**config.mk**
```make
export PLATFORM = sky130hd
export DESIGN_NAME = adc_regif
export DESIGN_NICKNAME = d
export VERILOG_FILES = /design/src/rtl/adc_regif_pkg.sv /design/src/rtl/adc_sar_seq.sv /design/src/rtl/adc_csr.sv /design/src/rtl/adc_result.sv /design/src/rtl/adc_regif.sv
export SDC_FILE = /design/constraint.sdc
export NUM_CORES = 1
export LEC_CHECK = 0
export ABC_AREA = 1
export CORE_MARGIN = 4
export CORE_UTILIZATION = 50
export CTS_CLUSTER_DIAMETER = 30
export CTS_CLUSTER_SIZE = 14
export DETAILED_ROUTE_END_ITERATION = 12
export PLACE_DENSITY = 0.82
export SETUP_SLACK_MARGIN = 0.3
export SYNTH_ARGS = -nofsm -noshare
export SYNTH_HDL_FRONTEND = slang
export SYNTH_SLANG_ARGS = --single-unit
```
**constraint.sdc**
```tcl
create_clock -name clk -period 4.2 [get_ports clk]
set_clock_uncertainty 0.1 [all_clocks]
set_input_delay 0.42 -clock clk [delete_from_list [all_inputs] [get_ports clk]]
set_output_delay 0.42 -clock clk [all_outputs]
set_load 0.01 [all_outputs]
```
**src/rtl/adc_regif_pkg.sv**
```systemverilog
package adc_regif_pkg;
   typedef enum logic [1:0] {
      SEQ_IDLE   = 2'd0,
      SEQ_SAMPLE = 2'd1,
      SEQ_CONV   = 2'd2
   } seq_state_e;

   localparam logic [1:0] ADDR_CSR = 2'd0;
   localparam logic [1:0] ADDR_HI  = 2'd1;
   localparam logic [1:0] ADDR_LO  = 2'd2;

   localparam int BUS_W       = 8;
   localparam int CSR_EN_BIT  = 5;
   localparam int CSR_EOC_BIT = 7;
endpackage

```
**src/rtl/adc_sar_seq.sv**
```systemverilog
module adc_sar_seq
   import adc_regif_pkg::*;
#(
   parameter int RES_BITS      = 10,
   parameter int CHAN_BITS     = 4,
   parameter int SAMPLE_CYCLES = 3
) (
   input  logic                 clk,
   input  logic                 rst_n,
   input  logic                 en_i,
   input  logic [CHAN_BITS-1:0] chan_i,
   input  logic                 cmp_i,
   output logic [CHAN_BITS-1:0] chan_o,
   output logic                 sample_o,
   output logic [RES_BITS-1:0]  trial_o,
   output logic                 done_o,
   output logic [RES_BITS-1:0]  code_o,
   output seq_state_e           state_o
);
   localparam int CNT_W = (SAMPLE_CYCLES > 1) ? $clog2(SAMPLE_CYCLES) : 1;
   localparam int BIT_W = $clog2(RES_BITS);
   localparam logic [CNT_W-1:0] CNT_LAST = CNT_W'(SAMPLE_CYCLES - 1);
   localparam logic [BIT_W-1:0] BIT_TOP  = BIT_W'(RES_BITS - 1);

   if (SAMPLE_CYCLES < 1) begin : g_bad_sample
      $error("adc_sar_seq: SAMPLE_CYCLES must be at least 1");
   end

   seq_state_e           state_q;
   logic [CNT_W-1:0]     cnt_q;
   logic [BIT_W-1:0]     bit_q;
   logic [RES_BITS-1:0]  acc_q;
   logic [CHAN_BITS-1:0] chan_q;
   logic [RES_BITS-1:0]  bit_mask;
   logic [RES_BITS-1:0]  trial;
   logic [RES_BITS-1:0]  keep;
   logic                 in_conv;

   assign in_conv  = (state_q == SEQ_CONV);
   assign bit_mask = {{(RES_BITS-1){1'b0}}, 1'b1} << bit_q;
   assign trial    = in_conv ? (acc_q | bit_mask) : '0;
   assign keep     = cmp_i ? trial : acc_q;

   always_ff @(posedge clk or negedge rst_n) begin
      if (!rst_n) begin
         state_q <= SEQ_IDLE;
         cnt_q   <= '0;
         bit_q   <= '0;
         acc_q   <= '0;
         chan_q  <= '0;
      end else if (!en_i) begin
         state_q <= SEQ_IDLE;
         cnt_q   <= '0;
         bit_q   <= '0;
         acc_q   <= '0;
      end else begin
         unique case (state_q)
            SEQ_IDLE: begin
               state_q <= SEQ_SAMPLE;
               cnt_q   <= '0;
               chan_q  <= chan_i;
            end
            SEQ_SAMPLE: begin
               if (cnt_q == CNT_LAST) begin
                  state_q <= SEQ_CONV;
                  bit_q   <= BIT_TOP;
                  acc_q   <= '0;
               end else begin
                  cnt_q <= cnt_q + 1'b1;
               end
            end
            SEQ_CONV: begin
               acc_q <= keep;
               if (bit_q == '0) begin
                  state_q <= SEQ_SAMPLE;
                  cnt_q   <= '0;
                  chan_q  <= chan_i;
               end else begin
                  bit_q <= bit_q - 1'b1;
               end
            end
            default: state_q <= SEQ_IDLE;
         endcase
      end
   end

   assign chan_o   = chan_q;
   assign sample_o = (state_q == SEQ_SAMPLE);
   assign trial_o  = trial;
   assign done_o   = en_i && in_conv && (bit_q == '0);
   assign code_o   = keep;
   assign state_o  = state_q;
endmodule

```
**src/rtl/adc_csr.sv**
```systemverilog
module adc_csr
   import adc_regif_pkg::*;
#(
   parameter int CHAN_BITS = 4
) (
   input  logic                 clk,
   input  logic                 rst_n,
   input  logic                 wr_i,
   input  logic                 rd_i,
   input  logic [1:0]           addr_i,
   input  logic [BUS_W-1:0]     wdata_i,
   input  logic                 done_i,
   output logic [CHAN_BITS-1:0] chan_o,
   output logic                 en_o,
   output logic                 eoc_o
);
   localparam logic [BUS_W-1:0] USED_MASK =
      BUS_W'((1 << CHAN_BITS) - 1) | BUS_W'(1 << CSR_EN_BIT);

   logic unused_wbits;
   assign unused_wbits = ^(wdata_i & ~USED_MASK);

   logic csr_wr;
   logic hi_rd;
   assign csr_wr = wr_i && (addr_i == ADDR_CSR);
   assign hi_rd  = rd_i && (addr_i == ADDR_HI);

   always_ff @(posedge clk or negedge rst_n) begin
      if (!rst_n) begin
         chan_o <= '0;
         en_o   <= 1'b0;
      end else if (csr_wr) begin
         chan_o <= wdata_i[CHAN_BITS-1:0];
         en_o   <= wdata_i[CSR_EN_BIT];
      end
   end

   always_ff @(posedge clk or negedge rst_n) begin
      if (!rst_n)      eoc_o <= 1'b0;
      else if (done_i) eoc_o <= 1'b1;
      else if (hi_rd)  eoc_o <= 1'b0;
   end
endmodule

```
**src/rtl/adc_result.sv**
```systemverilog
module adc_result
   import adc_regif_pkg::*;
#(
   parameter int RES_BITS = 10
) (
   input  logic                clk,
   input  logic                rst_n,
   input  logic                done_i,
   input  logic [RES_BITS-1:0] code_i,
   output logic [RES_BITS-1:0] res_o,
   output logic [BUS_W-1:0]    hi_o,
   output logic [BUS_W-1:0]    lo_o
);
   localparam int LO_W = RES_BITS - BUS_W;

   always_ff @(posedge clk or negedge rst_n) begin
      if (!rst_n)      res_o <= '0;
      else if (done_i) res_o <= code_i;
   end

   assign hi_o = res_o[RES_BITS-1 -: BUS_W];

   if (LO_W == BUS_W) begin : g_lo_full
      assign lo_o = res_o[LO_W-1:0];
   end else begin : g_lo_pad
      assign lo_o = {{(BUS_W-LO_W){1'b0}}, res_o[LO_W-1:0]};
   end
endmodule

```
**src/rtl/adc_regif.sv**
```systemverilog
module adc_regif
   import adc_regif_pkg::*;
#(
   parameter int RES_BITS      = 10,
   parameter int CHAN_BITS     = 4,
   parameter int SAMPLE_CYCLES = 3
) (
   input  logic                 clk,
   input  logic                 rst_n,
   input  logic [1:0]           bus_addr,
   input  logic                 bus_wr,
   input  logic                 bus_rd,
   input  logic [7:0]           bus_wdata,
   output logic [7:0]           bus_rdata,
   output logic                 ana_pwr,
   output logic [CHAN_BITS-1:0] ana_chan,
   output logic                 ana_sample,
   output logic [RES_BITS-1:0]  ana_trial,
   input  logic                 ana_cmp
);
   if (RES_BITS <= BUS_W || RES_BITS > 2 * BUS_W) begin : g_bad_res
      $error("adc_regif: RES_BITS must lie in 9..16");
   end
   if (CHAN_BITS < 1 || CHAN_BITS > CSR_EN_BIT - 1) begin : g_bad_chan
      $error("adc_regif: CHAN_BITS must lie in 1..4");
   end

   logic [CHAN_BITS-1:0] csr_chan;
   logic                 csr_en;
   logic                 eoc;
   logic                 seq_done;
   logic [RES_BITS-1:0]  seq_code;
   seq_state_e           seq_state;
   logic [RES_BITS-1:0]  res;
   logic [BUS_W-1:0]     res_hi;
   logic [BUS_W-1:0]     res_lo;
   logic [BUS_W-1:0]     csr_word;

   adc_csr #(.CHAN_BITS(CHAN_BITS)) csr_i (
      .clk(clk), .rst_n(rst_n), .wr_i(bus_wr), .rd_i(bus_rd),
      .addr_i(bus_addr), .wdata_i(bus_wdata), .done_i(seq_done),
      .chan_o(csr_chan), .en_o(csr_en), .eoc_o(eoc)
   );

   adc_sar_seq #(
      .RES_BITS(RES_BITS), .CHAN_BITS(CHAN_BITS), .SAMPLE_CYCLES(SAMPLE_CYCLES)
   ) seq_i (
      .clk(clk), .rst_n(rst_n), .en_i(csr_en), .chan_i(csr_chan),
      .cmp_i(ana_cmp), .chan_o(ana_chan), .sample_o(ana_sample),
      .trial_o(ana_trial), .done_o(seq_done), .code_o(seq_code),
      .state_o(seq_state)
   );

   adc_result #(.RES_BITS(RES_BITS)) res_i (
      .clk(clk), .rst_n(rst_n), .done_i(seq_done), .code_i(seq_code),
      .res_o(res), .hi_o(res_hi), .lo_o(res_lo)
   );

   always_comb begin
      csr_word                   = '0;
      csr_word[CHAN_BITS-1:0]    = csr_chan;
      csr_word[CSR_EN_BIT]       = csr_en;
      csr_word[CSR_EOC_BIT]      = eoc;
   end

   always_comb begin
      unique case (bus_addr)
         ADDR_CSR: bus_rdata = csr_word;
         ADDR_HI:  bus_rdata = res_hi;
         ADDR_LO:  bus_rdata = res_lo;
         default:  bus_rdata = '0;
      endcase
   end

   assign ana_pwr = csr_en;
endmodule

```
-- Word level (Yosys, flattened, before mapping)
Cells that the tools add are included.
- register bits: 38
- word-level logic and storage cells: 61
- output and inout bits: 24
- bits of input ports: 15
- eq/ne operators: 12
- reductions and logical operators: 14
- add/subtract/negate cells: 2
- bitwise logic cells: 1
- shift-type cells: 1
- mux-type cells: 22
- operator list (operator ; count):
    $mux 10 ; 4
    $pmux 8 s3 ; 1
    $pmux 10 s2 ; 1
    $mux 4 ; 4
    $pmux 4 s2 ; 2
    $mux 2 ; 6
    $pmux 2 s3 ; 2
    $or 10x10->10 ; 1
    $shl 1x4->10 const A ; 1
    $ne 3x3->1 const B ; 3
    $reduce_and 3->1 ; 3
    $eq 2x2->1 const B ; 3
    $ne 3x2->1 const B ; 2
    $eq 2x1->1 const B ; 2
    $logic_and 1x1->1 ; 4
    $logic_not 2->1 ; 2
    $logic_not 4->1 ; 1
    $ne 4x2->1 const B ; 1
    $reduce_and 2->1 ; 2
    $reduce_bool 2->1 ; 2
    $sub 4x1->4 const B ; 1
    $add 2x1->2 const B ; 1
    $mux 1 ; 2
    $ne 2x2->1 const B ; 1

-- Longest topological paths before layout
Gate-level depths: netlist of run 1.
- word-level depth: 6
- mapped depth: 9
- mapped depth without buffers: 9

-- Cells and area by module
From an unflattened synthesis of run 1, not the netlist that was laid out.
- cell total of the unflattened synthesis: 327
- area total of the unflattened synthesis: 2322.2 µm²
- modules (own cells, without submodules) (module ; cells each ; seq. area each (µm²) ; area each (µm²) ; times used):
    adc_sar_seq ; 203 ; 550.5 ; 1373.8 ; 1
    adc_result ; 59 ; 250.2 ; 501.7 ; 1
    adc_csr ; 28 ; 150.1 ; 255.2 ; 1
    adc_regif ; 37 ; 0.0 ; 191.4 ; 1

-- Worst setup path before layout of run 1
Ideal clock, no wire load.
- path kind: reg2out
- start point: reg seq_i.state_q[0], in the netlist seq_i.state_o[0]
- end point: out ana_trial[0]
- buffers on the path: 1
- setup slack: 2.485 ns
- arrival time: 1.195 ns
- cell stages (with the launch flop): 6
- cell sequence: dfrtp_1 > inv_1 > ha_1 > inv_1 > clkbuf_1 > a21oi_1
- word-level cells in the longest chain between the ends: 2
- ends and longest elaborated chain (what ; RTL line ; text):
    from (decl) ; adc_sar_seq.sv:29 ; seq_state_e state_q;
    from (signal assigned) ; adc_sar_seq.sv:46 ; state_q <= SEQ_IDLE;
    from (signal assigned) ; adc_sar_seq.sv:52 ; state_q <= SEQ_IDLE;
    from (signal assigned) ; adc_sar_seq.sv:59 ; state_q <= SEQ_SAMPLE;
    $eq 2x2->1 ; adc_sar_seq.sv:39 ; assign in_conv = (state_q == SEQ_CONV);
    $mux 10 ; adc_sar_seq.sv:41 ; assign trial = in_conv ? (acc_q | bit_mask) : '0;
    to (decl) ; adc_regif.sv:18 ; output logic [RES_BITS-1:0] ana_trial,
Every way passes these cells.

-- Final worst setup path of run 1
- start point: reg seq_i.state_q[0], in the netlist seq_i.state_o[0]
- end point: out ana_trial[6]
The elaborated chain is that of the path after synthesis.

==> results of run 1 <==
==> where the power goes <==
part	internal, W	leakage [nW]	switching [W]
sequential	0.000475	0.482	0.0000889
clock	0.000238	0.0683	0.000142
combinational	0.000259	0.830	0.000384
total	0.000972	1.38	0.000615
==> area by class of cell <==
| class | instances | area share (%) |
|---|---|---|
| clock buffer | 5 | 2.564 |
| clock inverter | 3 | 2.564 |
| inverter | 35 | 4.895 |
| multi-input combinational | 222 | 39.35 |
| sequential | 38 | 35.43 |
| tap | 50 | 2.331 |
| timing repair buffer | 35 | 12.87 |
==> cells in the final DEF (no fill, tap or decap), types with 2 or more instances in the layout <==
cell type,n
dfrtp_1,38
o211ai_1,2
a21oi_1,17
inv_1,30
inv_2,4
bufinv_16,2
ha_1,10
o21ai_0,8
clkdlybuf4s50_1,34
o21ai_1,8
nand2_2,5
clkbuf_8,5
nor2_1,13
or2_2,2
nand2_1,132
nand3_1,20
==> state kept, by name (all words and copies together) (netlist names) <==
| name | cells |
|---|---|
| res_i.res_o | 10 |
| seq_i.acc_q | 10 |
| csr_i.chan_o | 4 |
| seq_i.bit_q | 4 |
| seq_i.chan_o | 4 |
| seq_i.cnt_q | 2 |
| seq_i.state_o | 2 |
| csr_i.en_o | 1 |
| csr_i.eoc_o | 1 |
==> metal layers <==
metal	up-vias	track usage, %	part of all wire, %
li1	1006	-	-
met2	36	30.61	45
met5	-	0	0
met4	0	8.048	2.8
met1	889	25.92	48
met3	15	5.541	4.1
==> path summary, 6_finish.rpt <==
check / to / start
worst max-delay path: ana_trial[6] / seq_i.state_o[0]
worst min-delay path: res_i.res_o[4] / rst_n
worst max register to register: seq_i.bit_q[1] / seq_i.state_o[0]
worst min register to register: csr_i.eoc_o / csr_i.eoc_o
max in group asynchronous: csr_i.en_o / rst_n
min in group clk: csr_i.eoc_o / csr_i.eoc_o
==> cell families after synthesis <==
family | synth area share (%)
AO/OA/AOI/OAI | 8.648
flip-flops | 43.53
AND/OR/NAND/NOR | 33.96
adder cells (fa/ha/maj) | 5.727
buffers and inverters | 8.132
==> through the flow <==
step,util [%],hold WS (ns),instances
after floorplan,-,0.02441,302
after global placement,61.87,0.3562,380
after detailed placement,61.87,0.3582,380
after CTS,65.22,0.1565,388
after global routing,65.22,0.1830,388
final,65.22,0.1185,388
==> worst max-delay path: cells and delay by family (launching register included) <==
kind	cells	cell delay [ns]
AOI/OAI and AO/OA	1	0.27
DFF	1	0.41
buffers and inverters	3	1.04
adders and majority gates	1	0.55
==> out/results.txt, run 1 <==
post-CTS setup buffers -> 0
#FFs+latches synth -> 38
WS Path Type -> register to output port
Most used DFF post-synth -> dfrtp_1
initial antenna violation count -> 0
drt pass-1 iters -> 4
ANT nets after route -> 0
register area share after synthesis -> 43.53%
worst vdd ir -> 0.2633 mV
total power -> 0.001587 W
Clock Tree Root -> clkbuf_8
Max Clk Rate -> 324.5 MHz
RSZ-0062 raised after global routing -> no
Post-synth EDFFs -> 0
via count -> 1946
first-pass GRT wire length -> 8321 um
area of the mapped netlist -> 2185 sq um
status -> completed
die height -> 74.10 um
most common cell in the netlist -> nand2_1
syn avg cell area -> 7.234 sq um
Hold Vio Cnt, Final -> 0
Initial Util -> 53.09%
CTS tree -> yes
die width -> 74.10 um
max-slew violation count -> 0
io pins -> 39
Syn Nets -> 327
multi-input combinational cell area -> 1056 sq um
Routed WL per cell -> 12.44 um
top cell type's share of synthesized area -> 43.53%
maximum clock path buffer count -> 2
num rows -> 23
Crit path arrival time -> 2.56 ns
CTS Hold Buffers Added -> 0
clk sinks -> 38
Crit. End Element -> output port
final instance area -> 2684 sq um
Yosys cell types -> 23
max cap viols -> 0
DRT iter0 DRCs -> 104
setup ws final -> 1.118 ns
pin count of the biggest net entering global routing -> 39
total wire length -> 4828 um
GRT Total Usage -> 19.68%
leak pwr -> 1.380 nW
Layout area overhead -> 22.85%
Avg Vias per Cell -> 5.015
Final Cycle Share -> 73.38%
Post-synth ARST share -> 100.0%
Final HPWL DP -> 3568 um
# fillers -> 375
area leader, netlist -> dfrtp_1
DRC errors left -> 0
Post-Synthesis Cells -> 302
setup_tns -> 0 ns
CP cell instances -> inv_1, ha_1, inv_1, a21oi_1, clkdlybuf4s50_1
yosys warns -> 0
Worst-Skew Late Latency -> 0.30 ns
CP Launch Type -> register
clock-pin slew on the worst setup and hold paths -> 0.08 ns
minimum clock period -> 3.082 ns
slowest cell on the critical path -> clkdlybuf4s50_1
layout cells sized above 1 -> 7.101%
most frequent CP cell -> inv_1
Die ar. -> 5491 sq um
vias in the first global route -> 1891
post-CTS resize count -> 0
Post-Place Setup Slack -> 1.487 ns
Antenna Cells -> 0
CORE AREA -> 4115 sq um
Hold Path Class -> input pin to asynchronous set/reset pin
Register Area -> 950.9 sq um
fin nets -> 362
Synth top cells by count -> nand2_1, dfrtp_1, inv_1, nand3_1, a21oi_1
worst slew pin tran -> 0.8410 ns
GR Overflow Total -> 0
relative slew slack -> 43.94%
largest cells by area after synthesis -> dfrtp_1, nand2_1, ha_1, inv_1, nand3_1
P per Cell Area -> 591.2 nW/um^2
last weighted congestion value of the routability-driven placer -> 0.9934
Buffers on Ports -> 35
worst-path maximum fanout -> 16
R2R setup slack -> 2.12 ns
placed cell area -> 2546 sq um
setup violators final -> 0
Worst path max stage delay -> 0.58 ns
Worst Path Required -> 3.68 ns
Worst Reg-to-Reg Cells -> 6
TritonCTS buffer count -> 5
H-tree depth -> 2
Note: power is estimated with default switching activity, not from simulation.
==> run 2: changes to the inputs <==
- CORE_UTILIZATION: 50 -> 47
- PLACE_DENSITY: 0.82 -> 0.81
- clock period: 4.2 -> 2.7 ns (I/O delays scaled with it)
==> run 2 against run 1 <==
- sequential power increased by 57%
- first-iteration DRC count increased by 22%
- final cell count increased by 1.0%
- critical path depth unchanged
- sequential cell count unchanged
- core utilization decreased by 4.1 points
- total power increased by 49%
- worst hold slack got worse by 0.11 ns
- clock power increased by 12%
==> out/results.txt, run 2 (synthesized netlist as in run 1, its figures left out) <==
status -> completed
initial antenna violation count -> 0
multi-input combinational cell area -> 1087 sq um
RSZ-0062 raised after global routing -> no
last weighted congestion value of the routability-driven placer -> 0.9657
relative slew slack -> 35.86%
ANT nets after route -> 0
total power -> 0.002357 W
CORE AREA -> 4414 sq um
Post-Place Setup Slack -> 0.2988 ns
GR Overflow Total -> 0
CP cell instances -> inv_2, ha_4, nand3_1, a21oi_1, clkdlybuf4s50_1
pin count of the biggest net entering global routing -> 39
slowest cell on the critical path -> clkdlybuf4s50_1
Hold Vio Cnt, Final -> 0
commonest non-fill, non-tap cells in the layout -> nand2_1, dfrtp_1, clkdlybuf4s50_1
Clock Tree Root -> clkbuf_8
# fillers -> 402
Routed WL per cell -> 12.85 um
Antenna Cells -> 0
commonest non-fill, non-tap cell in the layout -> nand2_1
layout cells sized above 1 -> 10.00%
die height -> 76.18 um
total wire length -> 5036 um
Register Area -> 950.9 sq um
Layout area overhead -> 23.43%
DRC errors left -> 0
first-pass GRT wire length -> 8604 um
Worst-Skew Late Latency -> 0.30 ns
CP Launch Type -> register
via count -> 1994
CTS tree -> yes
Buffers on Ports -> 35
Max Clk Rate -> 432.8 MHz
Crit. End Element -> output port
die width -> 76.18 um
Final HPWL DP -> 3553 um
leak pwr -> 1.380 nW
Avg Vias per Cell -> 5.087
minimum clock period -> 2.310 ns
maximum clock path buffer count -> 2
CP bufs+invs -> 2
WS Path Type -> register to output port
CTS Hold Buffers Added -> 0
Crit path arrival time -> 1.94 ns
DRT iter0 DRCs -> 127
clk sinks -> 38
setup violators final -> 0
Hold Path Class -> input pin to asynchronous set/reset pin
setup ws final -> 0.3896 ns
Crit path max-delay family -> buffers and inverters
setup_tns -> 0 ns
worst vdd ir -> 0.4156 mV
Worst path max stage delay -> 0.57 ns
vias in the first global route -> 1929
max cap viols -> 0
P per Cell Area -> 874.0 nW/um^2
Die ar. -> 5803 sq um
Initial Util -> 49.49%
worst slew pin tran -> 0.9621 ns
num rows -> 24
Worst Path Required -> 2.33 ns
fin nets -> 364
H-tree depth -> 2
io pins -> 39
max-slew violation count -> 0
Final Cycle Share -> 85.57%
GRT Total Usage -> 17.64%
clock-pin slew on the worst setup and hold paths -> 0.08 ns
worst-path maximum fanout -> 5
Largest regs -> res_i.res_o x10, seq_i.acc_q x10
TritonCTS buffer count -> 5
drt pass-1 iters -> 4
-- run 2: cell types whose count changed in the layout (fill, tap and decap cells not counted), sizes merged --
cell,before,now
inv,34,33
clkinvlp,0,3
bufinv,2,0
clkdlybuf4s50,34,33
dlymetal6s2s,0,1
clkbuf,5,7
-- run 2: report_power, final --
| group | total, W | switching, W | internal [W] |
|---|---|---|---|
| Clock | 0.000424 | 0.000218 | 0.000205 |
| Sequential | 0.000886 | 0.000147 | 0.000739 |
| Combinational | 0.00105 | 0.000616 | 0.000431 |
-- run 2: timing repair --
item                                   in CTS  in global routing
gates cloned                                0                  1
pin swaps                                   0                  0
setup endpoints to repair                   4                  9
gates resized for setup                     3                  9
endpoints found under the hold margin       0                  0
setup buffers                               0                  0
-- run 2: final timing paths --
path / startpoint / endpoint / slack [ns] / cells past startpoint
max in group asynchronous: rst_n / res_i.res_o[4] / 1.90 / 1
min in group clk: seq_i.chan_o[3] / seq_i.chan_o[3] / 0.38 / 2
worst min register to register: seq_i.chan_o[3] / seq_i.chan_o[3] / 0.38 / 2
worst max register to register: seq_i.state_o[0] / seq_i.bit_q[1] / 0.82 / 7
worst max-delay path: seq_i.bit_q[0] / ana_trial[4] / 0.39 / 5
worst min-delay path: rst_n / seq_i.bit_q[1] / 0.01 / 1
-- run 2: area by class of cell --
| type | count | share of cell area [%] |
|---|---|---|
| repair buffers | 36 | 13.18 |
| clock inverters | 2 | 0.4640 |
| flip-flops and latches | 38 | 35.27 |
| well taps | 52 | 2.413 |
| multi-input cells | 222 | 40.32 |
| inverters | 35 | 5.012 |
| clock buffers | 6 | 3.063 |
| repair inverters | 1 | 0.2784 |
-- run 2: metal layers --
layer	vias up	routed length [um]	GRT usage (%)
li1	1013	-	-
met1	927	2390	23.64
met2	46	2389	28.42
met3	8	184	4.137
met4	0	72	5.070
met5	-	0	0
-- run 2: metrics by stage --
step	instances	hold WS, ns	instance area, sq um	utilization (%)
finish	392	0.01090	2696	61.08
global route	392	0.08418	2696	61.08
CTS	391	0.04736	2666	60.40
detailed placement	383	0.3665	2556	57.91
global placement	383	0.3562	2556	57.91
floorplan	302	-0.1256	2185	-
==> run 3: changes to the inputs <==
- PLACE_DENSITY: 0.81 -> default
- PLACE_DENSITY_LB_ADDON: default -> 0.08
- TNS_END_PERCENT: default -> 30
==> run 3 against run 2 <==
- fmax decreased by 3.7%
- non-clock buffer count stayed put
- sequential power is 0.5% lower
- highest routed layer unchanged
- core utilization down 0.60 points
- clock power down 2%
- global-route usage is 0.29 points higher
- the run now ends with negative hold slack left
- critical path type unchanged
- routed wire length shrank 1.5%
- die area unchanged
- register-to-register slack improved by 0.02 ns
- largest cell class unchanged
- clock-buffer cell count unchanged
- critical endpoint is now ana_trial[7]
==> out/results.txt, run 3 (synthesized netlist as in run 1, its figures left out) <==
Top Metal Used -> met4
Antenna Cells -> 0
layout cells sized above 1 -> 8.555%
Final Cycle Share -> 88.87%
clk sinks -> 38
Worst path max stage delay -> 0.58 ns
worst-path maximum fanout -> 11
Layout area overhead -> 22.22%
Crit path max-delay family -> buffers and inverters
GRT Total Usage -> 17.92%
Routed WL per cell -> 12.69 um
CP cell instances -> inv_1, ha_1, inv_1, a21oi_1, clkdlybuf4s50_1
RSZ-0062 raised after global routing -> yes
max cap viols -> 0
first-pass GRT wire length -> 8625 um
WP depth -> 5
relative slew slack -> 42.46%
CP bufs+invs -> 3
CP Launch Type -> register
failing checks -> negative hold slack
die width -> 76.18 um
GR Overflow Total -> 0
via count -> 1914
# fillers -> 444
Worst-Skew Late Latency -> 0.29 ns
drt pass-1 iters -> 4
total power -> 0.002320 W
ANT nets after route -> 0
most frequent CP cell -> inv_1
commonest non-fill, non-tap cells in the layout -> nand2_1, dfrtp_1, clkdlybuf4s50_1
Max Clk Rate -> 416.8 MHz
pin count of the biggest net entering global routing -> 39
Buffers on Ports -> 35
last weighted congestion value of the routability-driven placer -> 0.8732
Worst Path Required -> 2.33 ns
metal2 WL -> 2229 um
Largest regs -> res_i.res_o x10, seq_i.acc_q x10
die height -> 76.18 um
P per Cell Area -> 869.0 nW/um^2
CORE AREA -> 4414 sq um
TritonCTS buffer count -> 5
Die ar. -> 5803 sq um
Crit. End Element -> output port
initial antenna violation count -> 0
Crit path arrival time -> 2.03 ns
setup violators final -> 0
commonest non-fill, non-tap cell in the layout -> nand2_1
wire length on met1 -> 2419 um
minimum clock period -> 2.399 ns
leak pwr -> 1.364 nW
Final HPWL DP -> 3574 um
Hold Path Class -> input pin to asynchronous set/reset pin
Initial Util -> 49.49%
setup ws final -> 0.3006 ns
fin nets -> 363
status -> finished, violations left
slowest cell on the critical path -> clkdlybuf4s50_1
WS Path Type -> register to output port
placed cell area -> 2556 sq um
post-CTS setup buffers -> 0
H-tree depth -> 2
vias in the first global route -> 1881
io pins -> 39
worst vdd ir -> 0.3175 mV
CTS tree -> yes
WHS -> -0.02584 ns
Hold Vio Cnt, Final -> 38
maximum clock path buffer count -> 2
Clock Tree Root -> clkbuf_8
WL met3 -> 223 um
clock-pin slew on the worst setup and hold paths -> 0.08 ns
worst slew pin tran -> 0.8631 ns
setup_tns -> 0 ns
DRC errors left -> 0
num rows -> 24
Avg Vias per Cell -> 4.895
DRT iter0 DRCs -> 106
total wire length -> 4962 um
max-slew violation count -> 0
final instance area -> 2670 sq um
CTS Hold Buffers Added -> 0
Worst Reg-to-Reg Cells -> 7
Post-Place Setup Slack -> 0.3244 ns
[run 3: cell types whose count changed in the layout (fill, tap and decap cells not counted), sizes merged]
cell,change
clkbuf,-1
dlymetal6s2s,-1
buf,+1
clkdlybuf4s50,+1
clkinvlp,-2
inv,+1
[run 3: power breakdown]
group	internal (W)	switching, W
Sequential	0.000739	0.000142
Combinational	0.000421	0.000601
Clock	0.000205	0.000211
Total	0.00137	0.000955
[run 3: worst paths after layout]
| path | from | end | slack (ns) |
|---|---|---|---|
| worst max-delay path | seq_i.state_o[0] | ana_trial[7] | 0.30 |
| worst min-delay path | rst_n | seq_i.state_o[1] | -0.03 |
| worst max register to register | seq_i.state_o[0] | seq_i.bit_q[1] | 0.84 |
| worst min register to register | csr_i.eoc_o | csr_i.eoc_o | 0.38 |
| max in group asynchronous | rst_n | seq_i.chan_o[3] | 1.98 |
| min in group clk | csr_i.eoc_o | csr_i.eoc_o | 0.38 |
[run 3: through the flow]
| step | utilization [%] | hold slack (ns) | std cells |
|---|---|---|---|
| after CTS | 60.12 | 0.02014 | 391 |
| after detailed placement | 57.91 | 0.3390 | 383 |
| after floorplan | - | -0.1256 | 302 |
| final | 60.49 | -0.02584 | 391 |
| after global placement | 57.91 | 0.3349 | 383 |
| after global routing | 60.49 | 0.05984 | 391 |
[run 3: layout make-up]
type,count,area [sq um],share of cell area [%]
clock buffer,6,82.58,3.093
clock inverter,2,12.51,0.4686
inverter,35,131.4,4.920
multi-input combinational,222,1075,40.25
sequential,38,950.9,35.61
tap,52,65.06,2.437
timing repair buffer,36,352.8,13.21
[run 3: routing by layer]
| layer | track usage [%] | vias to the layer above |
|---|---|---|
| met5 | 0 | - |
| met4 | 6.469 | 0 |
| met3 | 3.310 | 10 |
| met2 | 27.91 | 39 |
| met1 | 24.81 | 855 |
| li1 | - | 1010 |
[run 3: repair_timing]
action | 4_1_cts | 5_1_grt
setup endpoints to repair | 2 | 14
resized for setup | 1 | 4
endpoints found under the hold margin | 0 | 0
